## config.mk

```make
export PLATFORM = sky130hd
export DESIGN_NAME = txn_footprint_tracker
export DESIGN_NICKNAME = d
export VERILOG_FILES = /design/src/rtl/txft_pkg.sv /design/src/rtl/txft_tag_table.sv /design/src/rtl/txft_access_eval.sv /design/src/rtl/txn_footprint_tracker.sv
export SDC_FILE = /design/constraint.sdc
export NUM_CORES = 1
export LEC_CHECK = 0
export BUFFER_PORTS_ARGS = -buffer_cell sky130_fd_sc_hd__buf_2
export CORE_MARGIN = 5
export CORE_UTILIZATION = 25
export DETAILED_ROUTE_END_ITERATION = 10
export PLACE_DENSITY_LB_ADDON = 0.05
export SYNTH_ARGS = -nofsm -noshare
export SYNTH_HDL_FRONTEND = slang
export SYNTH_SLANG_ARGS = --single-unit
```

## constraint.sdc

```tcl
create_clock -name clk -period 6.7 [get_ports clk]
set_input_delay 0.335 -clock clk [delete_from_list [all_inputs] [get_ports clk]]
set_output_delay 0.335 -clock clk [all_outputs]
set_load 0.05 [all_outputs]
```

## src/rtl/txft_pkg.sv

```systemverilog
package txft_pkg;
  typedef enum logic [1:0] {
    CAUSE_NONE     = 2'b00,
    CAUSE_CONFLICT = 2'b01,
    CAUSE_OVERFLOW = 2'b10
  } abort_cause_e;
endpackage

```

## src/rtl/txft_tag_table.sv

```systemverilog
// Line-tag storage with separate read/write marks and parallel compare.
module txft_tag_table #(
  parameter int ENTRIES = 16,
  parameter int TAG_W   = 26,
  localparam int IDX_W  = $clog2(ENTRIES)
) (
  input  logic               clk,
  input  logic               rst,
  input  logic               clear,
  input  logic [TAG_W-1:0]   loc_tag,
  input  logic [TAG_W-1:0]   rem_tag,
  input  logic               upd_en,
  input  logic [IDX_W-1:0]   upd_idx,
  input  logic [TAG_W-1:0]   upd_tag,
  input  logic               upd_rd,
  input  logic               upd_wr,
  output logic [ENTRIES-1:0] valid_vec,
  output logic [ENTRIES-1:0] rd_vec,
  output logic [ENTRIES-1:0] wr_vec,
  output logic [ENTRIES-1:0] loc_hit,
  output logic [ENTRIES-1:0] rem_hit
);
  logic [TAG_W-1:0]   tag_q [ENTRIES];
  logic [ENTRIES-1:0] valid_q, rd_q, wr_q;

  // Tag array: written only, never reset (valid bits qualify it).
  always_ff @(posedge clk) begin
    if (upd_en) tag_q[upd_idx] <= upd_tag;
  end

  always_ff @(posedge clk) begin
    if (rst || clear) begin
      valid_q <= '0;
      rd_q    <= '0;
      wr_q    <= '0;
    end else if (upd_en) begin
      valid_q[upd_idx] <= 1'b1;
      rd_q[upd_idx]    <= rd_q[upd_idx] | upd_rd;
      wr_q[upd_idx]    <= wr_q[upd_idx] | upd_wr;
    end
  end

  for (genvar g = 0; g < ENTRIES; g++) begin : g_cmp
    assign loc_hit[g] = valid_q[g] && (tag_q[g] == loc_tag);
    assign rem_hit[g] = valid_q[g] && (tag_q[g] == rem_tag);
  end

  assign valid_vec = valid_q;
  assign rd_vec    = rd_q;
  assign wr_vec    = wr_q;
endmodule

```

## src/rtl/txft_access_eval.sv

```systemverilog
// Decides conflict, overflow and the table update for one cycle.
module txft_access_eval #(
  parameter int ENTRIES = 16,
  localparam int IDX_W  = $clog2(ENTRIES)
) (
  input  logic               track_en,
  input  logic               loc_valid,
  input  logic               loc_write,
  input  logic               rem_valid,
  input  logic               rem_write,
  input  logic [ENTRIES-1:0] valid_vec,
  input  logic [ENTRIES-1:0] rd_vec,
  input  logic [ENTRIES-1:0] wr_vec,
  input  logic [ENTRIES-1:0] loc_hit,
  input  logic [ENTRIES-1:0] rem_hit,
  output logic               conflict,
  output logic               overflow,
  output logic               upd_en,
  output logic [IDX_W-1:0]   upd_idx,
  output logic               upd_rd,
  output logic               upd_wr
);
  logic [ENTRIES-1:0] guard_vec;
  logic               rem_conf, any_free, any_hit;
  logic [IDX_W-1:0]   free_idx, hit_idx;

  // Remote write collides with any mark; remote read only with a write mark.
  assign guard_vec = rem_write ? (rd_vec | wr_vec) : wr_vec;
  assign rem_conf  = rem_valid && |(rem_hit & guard_vec);
  assign any_hit   = |loc_hit;
  assign any_free  = ~&valid_vec;

  always_comb begin
    free_idx = '0;
    for (int i = ENTRIES - 1; i >= 0; i--) begin
      if (!valid_vec[i]) free_idx = IDX_W'(i);
    end
  end

  always_comb begin
    hit_idx = '0;
    for (int i = 0; i < ENTRIES; i++) begin
      if (loc_hit[i]) hit_idx = hit_idx | IDX_W'(i);
    end
  end

  assign conflict = track_en && rem_conf;
  assign overflow = track_en && !rem_conf && loc_valid && !any_hit && !any_free;
  assign upd_en   = track_en && !rem_conf && loc_valid && (any_hit || any_free);
  assign upd_idx  = any_hit ? hit_idx : free_idx;
  assign upd_rd   = !loc_write;
  assign upd_wr   = loc_write;
endmodule

```

## src/rtl/txn_footprint_tracker.sv

```systemverilog
module txn_footprint_tracker #(
  parameter int ADDR_W   = 32,
  parameter int LINE_OFS = 6,
  parameter int ENTRIES  = 16,
  localparam int TAG_W   = ADDR_W - LINE_OFS,
  localparam int IDX_W   = $clog2(ENTRIES)
) (
  input  logic              clk,
  input  logic              rst,
  input  logic              txn_begin,
  input  logic              txn_active,
  input  logic              txn_commit,
  input  logic              txn_abort,
  input  logic              loc_valid,
  input  logic              loc_write,
  input  logic [ADDR_W-1:0] loc_addr,
  input  logic              rem_valid,
  input  logic              rem_write,
  input  logic [ADDR_W-1:0] rem_addr,
  output logic              abort_req,
  output logic [1:0]        abort_cause,
  output logic              rollback
);
  import txft_pkg::*;

  logic [TAG_W-1:0]   loc_tag, rem_tag;
  logic               ctl_busy, halted_q, track_en;
  logic [ENTRIES-1:0] valid_vec, rd_vec, wr_vec, loc_hit, rem_hit;
  logic               conflict, overflow, upd_en, upd_rd, upd_wr;
  logic [IDX_W-1:0]   upd_idx;
  logic               unused_ofs;

  assign loc_tag    = loc_addr[ADDR_W-1:LINE_OFS];
  assign rem_tag    = rem_addr[ADDR_W-1:LINE_OFS];
  assign unused_ofs = ^{loc_addr[LINE_OFS-1:0], rem_addr[LINE_OFS-1:0]};

  assign ctl_busy = txn_begin || txn_commit || txn_abort;
  assign track_en = txn_active && !halted_q && !ctl_busy;

  txft_tag_table #(.ENTRIES(ENTRIES), .TAG_W(TAG_W)) u_table (
    .clk(clk), .rst(rst), .clear(ctl_busy),
    .loc_tag(loc_tag), .rem_tag(rem_tag),
    .upd_en(upd_en), .upd_idx(upd_idx), .upd_tag(loc_tag),
    .upd_rd(upd_rd), .upd_wr(upd_wr),
    .valid_vec(valid_vec), .rd_vec(rd_vec), .wr_vec(wr_vec),
    .loc_hit(loc_hit), .rem_hit(rem_hit)
  );

  txft_access_eval #(.ENTRIES(ENTRIES)) u_eval (
    .track_en(track_en),
    .loc_valid(loc_valid), .loc_write(loc_write),
    .rem_valid(rem_valid), .rem_write(rem_write),
    .valid_vec(valid_vec), .rd_vec(rd_vec), .wr_vec(wr_vec),
    .loc_hit(loc_hit), .rem_hit(rem_hit),
    .conflict(conflict), .overflow(overflow),
    .upd_en(upd_en), .upd_idx(upd_idx), .upd_rd(upd_rd), .upd_wr(upd_wr)
  );

  always_ff @(posedge clk) begin
    if (rst) begin
      halted_q    <= 1'b0;
      abort_req   <= 1'b0;
      abort_cause <= CAUSE_NONE;
      rollback    <= 1'b0;
    end else begin
      rollback  <= txn_abort;
      abort_req <= conflict || overflow;
      if (conflict)      abort_cause <= CAUSE_CONFLICT;
      else if (overflow) abort_cause <= CAUSE_OVERFLOW;
      else               abort_cause <= CAUSE_NONE;
      if (txn_begin)                 halted_q <= 1'b0;
      else if (conflict || overflow) halted_q <= 1'b1;
    end
  end
endmodule

```

==> qor.txt, run 1 <==
vias in the first global route = 19033
Clock Path Buffers = 3
Yosys warning count = 0
worst-skew pair later-pin latency = 680 ps
CTS tree = built
M3 GR Usage = 2.79%
commonest non-fill, non-tap cell in the layout = xnor2_1
met1 layer usage reported by global route = 29.5%
endpoints failing hold = 0
first-pass GRT wire length = 163000 um
fin crit period = 4900 ps
r2r startpoint = u_table.tag_q[6][16]
top_reg_cell synth = edfxtp_1
Die ar. = 0.111 sq mm
Yosys top cell area share = 48.0%
HPWL Detailed = 84700 um
Filler Cell Count = 10563
worst hold path depth = 3
Clock Power Share = 46.8%
routed vias = 18713
sw frac = 26.0%
hold-fix buffers at CTS = 5
CP required = 7210 ps
Pwr Total = 7.34 mW
Via density = 5.04
area leader, netlist = edfxtp_1
worst-margin pin slew = 1280 ps
starting DRC count in detailed routing = 1594
Hold Crit Endpoint = abort_cause[0]
outcome = finished, final reports clean
Clk pin slew, worst setup/hold paths = 60 ps
period utilisation layout = 73.2%
total internal power = 5.43 mW
setup TNS = 0 ps
final setup vio count = 0
sequential share of power = 43.4%
Worst Reg-to-Reg Cells = 12
Worst Hold Class = primary input to flop
Synth Area per Inst = 12.1 sq um
ANT nets after route = 0
Combinational Power Share = 9.8%
reg2reg setup slack = 1910 ps
RD Place Congestion = 0.879
Rel. slew slack = 14.7%
Fin Clk Skew = 39.0 ps
WL per Instance = 32.6 um
cts bufs inserted = 61
register area share after synthesis = 52.0%
post-CTS setup buffer count = 0
Remaining DRCs = 0
most frequent cells in the layout = 548 x xnor2_1, 416 x edfxtp_1, 287 x xor2_1
WS Path Type = primary input to flop
Port Buf Inserts = 65
busiest grt layer = met2
max frequency = 204 MHz
Die Y = 333 um
Psw = 1.91 mW
initial antenna violation count = 9
Critical Path Fanout Max = 29
PwrDens = 241 mW/mm^2
Peak VDD IR = 207 uV
critical hold path startpoint = txn_commit
Worst setup EP type = flop
Root Driver = clkbuf_16
clock sink count = 469
leak pwr = 9.26 nW
library cells used by synthesis = 64
routed wire length = 121000 um
fin. max-slew vios = 0
Rows = 118
CP Data Arrival Time = 5410 ps
syn nets = 2225
Worst setup SP type = primary input
share of cells above drive strength 1 = 12.7%
GR Overflow Total = 0
asr flop ratio synth = 0%
Core Area = 0.103 sq mm
Post-CTS Resized = 0
EDFF count, synth = 416
Syn Std Cell Area = 0.0260 sq mm
area occupied by multi-input gates = 0.0118 sq mm
Nets = 2350
RSZ-0062 raised after global routing = no
DR pass1 iterations = 5
area of all sequential standard cells = 0.0136 sq mm
Area Overhead vs Synth = 16.9%
r2r endpoint = u_table.rd_vec[9]
ranking of synthesized cells by area = edfxtp_1 48%, xnor2_1 18%, xor2_1 9.7%
io pins = 78
die width = 333 um
Max Cap Violations = 0
largest net degree at the start of global routing = 33
Yosys reg bits = 469
global routing usage on met2 = 34.5%
H-tree lvl count = 2
Starting Density = 25.2%
Post-Syn Instances = 2151
total track usage = 21.1%
-- kinds of logic (layout without fill, tap and decap cells) --
kind of cell | count (synthesis) | after routing | synth area share (%)
XOR/XNOR | 835 | 835 | 28.1
buffers and inverters | 130 | 308 | 2.75
other | 0 | 1 | 0
AND/OR/NAND/NOR | 579 | 579 | 13.6
flip-flops | 469 | 469 | 52.0
multiplexers | 16 | 16 | 0.653
AO/OA/AOI/OAI | 122 | 122 | 2.90
-- worst max-delay path, cell delays in order --
cell           delay [ps]
dlygate4sd3_1         510
buf_2                 130
buf_4                 330
xnor2_1               170
nand4_1               120
nor3_1                 70
a22oi_1               850
nand3_1               280
nor2_1                480
nand2_1               460
nor2_1                250
nand2_1               100
inv_1                 920
mux2i_1               280
nor2_1                 60
-- power groups by stage --
stage | Sequential, mW | Clock [mW] | Combinational [mW]
finish | 3.18 | 3.43 | 0.721
global route | 3.18 | 3.64 | 0.751
CTS | 3.18 | 3.53 | 0.726
detailed placement | 3.25 | 0 | 0.721
global placement | 3.25 | 0 | 0.730
floorplan | 3.25 | 0 | 0.373
-- synth_stat cells, drive strengths merged, types with 4 or more instances --
library cell	n
dfxtp	53
a211oi	4
nor4	113
clkbuf	11
nand4	248
nand3	18
buf	110
nor2	72
a31oi	15
inv	9
o21ai	34
o21a	12
nand2	20
or2	5
xor2	287
a22oi	4
a21boi	4
mux2	8
nor3	34
and3b	13
nor4b	4
or4	15
mux2i	8
nand2b	4
edfxtp	416
nor4bb	7
a21oi	35
xnor2	548
-- final cells by class --
class | count | area share (%)
Sequential cell | 469 | 44.5
Multi-Input combinational cell | 1552 | 38.8
Tap cell | 1380 | 5.67
Clock buffer | 75 | 5.26
Timing Repair Buffer | 183 | 4.18
Clock inverter | 41 | 1.44
Inverter | 9 | 0.111
Antenna cell | 1 | 0.00822
-- metrics by stage --
step           hold slack (ps)  setup WS [ps]  area (sq um)  instances  utilization, %
5_1_grt                   78.8           1490         30400       3709            29.4
2_1_floorplan              407           1660         26000       2151               -
3_5_place_dp               504           1140         28400       3588            27.4
6_report                  85.2           1800         30500       3710            29.4
4_1_cts                   39.7           1800         30400       3709            29.4
3_3_place_gp               492           1060         28400       3588            27.4
-- metal layers --
layer | wire length, um | share of wire [%]
met1 | 55900 | 46
met2 | 55800 | 46
met3 | 5540 | 4.6
met4 | 3670 | 3.0
met5 | 0 | 0
-- sequential cells by signal (all words and copies together) (netlist names) --
register,cells
abort_cause,2
abort_req,1
halted_q,1
rollback,1
u_table.rd_vec,16
u_table.tag_q,416
u_table.valid_vec,16
u_table.wr_vec,16
-- worst max path at each step --
stage,start,to,slack [ps],cells after the start
2_1_floorplan,loc_addr[11],u_table.tag_q[15][0],1660,12
3_3_place_gp,loc_addr[23],u_table.rd_vec[9],1060,14
3_5_place_dp,loc_addr[10],u_table.rd_vec[9],1140,13
4_1_cts,loc_addr[31],u_table.rd_vec[9],1800,15
5_1_grt,loc_addr[31],u_table.rd_vec[9],1490,15
6_report,loc_addr[31],u_table.rd_vec[9],1800,15
Power figures use the tool's default switching activity.
==> inputs of run 2 (changes only) <==
- ABC_AREA: default -> 1
- clock period: 6.7 -> 4.9 ns (I/O delays scaled with it)
==> run 2 against run 1 <==
Compared with the run above: worst hold slack worse by 36 ps; power is 40% higher; first-iteration DRC count is 120% higher; clock skew is 24 ps lower; critical path depth is 8 higher; clock power is 36% higher; largest cell class unchanged; critical endpoint is now u_table.wr_vec[9]; utilization is 0.73 points higher; critical path type unchanged.
==> qor.txt, run 2 <==
Fin Clk Skew = 14.5 ps (was 39.0 ps)
first-pass GRT wire length = 236000 um (was 163000 um)
Rel. slew slack = 23.3% (was 14.7%)
area of all sequential standard cells = 0.0136 sq mm (unchanged)
Yosys top cell area share = 43.8% (was 48.0%)
max reg flops = 416 (unchanged)
Core Area = 0.113 sq mm (was 0.103 sq mm)
Port Buf Inserts = 65 (unchanged)
WL per Instance = 32.4 um (was 32.6 um)
most frequent cell after synthesis = nand2_1 (was xnor2_1)
final hold slack = 48.8 ps (was 85.2 ps)
Worst setup SP type = primary input (unchanged)
slowest CP cell = inv_2 (was inv_1)
vias in the first global route = 26746 (was 19033)
Filler Cell Count = 12272 (was 10563)
asr flop ratio synth = 0% (unchanged)
DR pass1 iterations = 6 (was 5)
most frequent cells after synthesis = 1245 x nand2_1, 518 x inv_1, 416 x edfxtp_1, 371 x nor2_1, 183 x o22ai_1 (was 548 x xnor2_1, 416 x edfxtp_1, 287 x xor2_1, 247 x nand4_1, 109 x nor4_1)
WS Path Type = primary input to flop (unchanged)
routed wire length = 177000 um (was 121000 um)
syn nets = 3784 (was 2225)
Worst Hold Class = primary input to flop (unchanged)
top_reg_cell synth = edfxtp_1 (unchanged)
Rows = 123 (was 118)
fin crit period = 4190 ps
io pins = 78 (unchanged)
cts bufs inserted = 61 (unchanged)
Largest Register = u_table.tag_q (unchanged)
Yosys reg bits = 469 (unchanged)
Peak VDD IR = 294 uV (was 207 uV)
ranking of synthesized cells by area = edfxtp_1 44%, nand2_1 16%, inv_1 6.8% (was edfxtp_1 48%, xnor2_1 18%, xor2_1 9.7%)
area occupied by multi-input gates = 0.0120 sq mm (was 0.0118 sq mm)
CTS tree = built (unchanged)
commonest non-fill, non-tap cell in the layout = nand2_1 (was xnor2_1)
starting DRC count in detailed routing = 3468 (was 1594)
Root Driver = clkbuf_16 (unchanged)
Clock Path Buffers = 3 (unchanged)
setup TNS = 0 ps (unchanged)
period utilisation layout = 85.6%
worst-margin pin slew = 1150 ps (was 1280 ps)
GR Overflow Total = 0 (unchanged)
endpoints failing hold = 0 (unchanged)
outcome = finished, final reports clean (unchanged)
CP bufs+invs = 5 (was 4)
Max Cap Violations = 0 (unchanged)
Worst setup EP type = flop (unchanged)
EDFF count, synth = 416 (unchanged)
Critical Path Fanout Max = 16 (was 29)
CP required = 5480 ps (was 7210 ps)
Starting Density = 25.3% (was 25.2%)
library cells used by synthesis = 41 (was 64)
die width = 348 um (was 333 um)
worst-skew pair later-pin latency = 680 ps (about the same)
Synth Area per Inst = 7.68 sq um (was 12.1 sq um)
Top cell by count, worst path = nor2_1 (unchanged)
clock sink count = 469 (unchanged)
crit-path cells = dlygate4sd3_1 -> buf_2 -> inv_2 -> or2_2 -> nand3_1 -> nor2_1 -> nand3_1 -> nor2_1 -> nor2_1 -> nand2_1 -> nor2_1 -> nand3_1 -> nand2_2 -> inv_2 -> nor2_4 -> nand2_1 -> nand2_1 -> nor2_1 -> nor2_2 -> nor2_4 -> nand3_1 -> nand2_1 -> inv_1 (was dlygate4sd3_1 -> buf_2 -> buf_4 -> xnor2_1 -> nand4_1 -> nor3_1 -> a22oi_1 -> nand3_1 -> nor2_1 -> nand2_1 -> nor2_1 -> nand2_1 -> inv_1 -> mux2i_1 -> nor2_1)
CP Data Arrival Time = 4770 ps (was 5410 ps)
register area share after synthesis = 47.6% (was 52.0%)
HPWL Detailed = 124000 um (was 84700 um)
Syn Std Cell Area = 0.0285 sq mm (was 0.0260 sq mm)
ANT nets after route = 0 (unchanged)
RD Place Congestion = 0.950 (was 0.879)
H-tree lvl count = 2 (unchanged)
routed vias = 28035 (was 18713)
met1 layer usage reported by global route = 40.1% (was 29.5%)
Nets = 3977 (was 2350)
Clk pin slew, worst setup/hold paths = 60 ps (about the same)
Die ar. = 0.121 sq mm (was 0.111 sq mm)
RSZ-0062 raised after global routing = no (unchanged)
Die Y = 348 um (was 333 um)
PwrDens = 303 mW/mm^2 (was 241 mW/mm^2)
initial antenna violation count = 11 (was 9)
total track usage = 28.4% (was 21.1%)
max frequency = 238 MHz
cell family with most CP delay = simple AND/OR/NAND/NOR gates (was buffers and inverters)
leak pwr = 14.4 nW (was 9.26 nW)
most frequent cells in the layout = 1245 x nand2_1, 517 x inv_1, 416 x edfxtp_1 (was 548 x xnor2_1, 416 x edfxtp_1, 287 x xor2_1)
area leader, netlist = edfxtp_1 (unchanged)
Area Overhead vs Synth = 19.3% (was 16.9%)
fin. max-slew vios = 0 (unchanged)
Post-Syn Instances = 3710 (was 2151)
busiest grt layer = met2 (unchanged)
Remaining DRCs = 0 (unchanged)
largest net degree at the start of global routing = 49 (was 33)
Via density = 5.13 (was 5.04)
post-CTS setup buffer count = 0 (unchanged)
Yosys warning count = 0 (unchanged)
M3 GR Usage = 3.71% (was 2.79%)
global routing usage on met2 = 43.9% (was 34.5%)
crit-path max cell delay = 580 ps (was 920 ps)
share of cells above drive strength 1 = 10.5% (was 12.7%)
final setup vio count = 0 (unchanged)
==> run 2: stage by stage <==
| stage | std cells | power, mW | instance area [sq um] | util [%] | setup WS [ps] |
|---|---|---|---|---|---|
| after floorplan | 3710 | 4.92 | 28500 | - | 1920 |
| after global placement | 5327 | 5.67 | 31900 | 28.3 | 547 |
| after detailed placement | 5327 | 5.66 | 31900 | 28.3 | 496 |
| after CTS | 5453 | 10.3 | 34000 | 30.1 | 792 |
| after global routing | 5453 | 10.5 | 34000 | 30.1 | 400 |
| final | 5460 | 10.3 | 34000 | 30.2 | 706 |
==> run 2: logic make-up (layout without fill, tap and decap cells) <==
kind of cell    Yosys count  after routing  synth area share (%)
simple gates           1894           1894                  27.0
buf+inv                 698            941                  10.2
compound gates          478            478                  9.97
flops                   469            469                  47.6
xor+xnor                171            171                  5.26
other cells               0              7                     0
==> run 2: what timing repair did <==
| item | in CTS | in global routing |
|---|---|---|
| gates resized for setup | 0 | 0 |
| hold endpoints to repair | 22 | 0 |
| setup endpoints to repair | 0 | 0 |
| hold buffers | 13 | 0 |
==> run 2: final cells by class <==
class | instances | area share [%]
Multi-Input combinational cell | 2543 | 35.4
Sequential cell | 469 | 39.8
Clock buffer | 72 | 4.61
Timing Repair Buffer | 279 | 7.28
Inverter | 549 | 6.07
Antenna cell | 7 | 0.0515
Clock inverter | 41 | 1.21
Tap cell | 1500 | 5.52
==> run 2: power by group <==
group	leakage (nW)	total [mW]	switching [mW]	internal [mW]
Combinational	9.27	1.27	0.971	0.298
Clock	0.956	4.68	2.00	2.69
Sequential	4.17	4.35	0.00206	4.35
==> run 2: final timing paths <==
| path | startpoint | end | slack [ps] | cells after the start |
|---|---|---|---|---|
| max reg2reg | u_table.valid_vec[10] | u_table.wr_vec[9] | 940 | 21 |
| min | txn_active | abort_cause[1] | 50 | 5 |
| max | loc_addr[14] | u_table.wr_vec[9] | 710 | 23 |
| min reg2reg | u_table.wr_vec[14] | u_table.wr_vec[14] | 560 | 4 |
==> run 2: worst min-delay path, stage by stage <==
cell,delay (ps)
buf_2,100
nand4_1,100
nor2_1,50
nand3_1,130
nor2_1,60
==> run 2: metal layers <==
layer	part of all wire [%]	wire, um
met1	45	79600
met3	6.8	12000
met2	43	76500
met5	0.0073	13
met4	5.1	9000
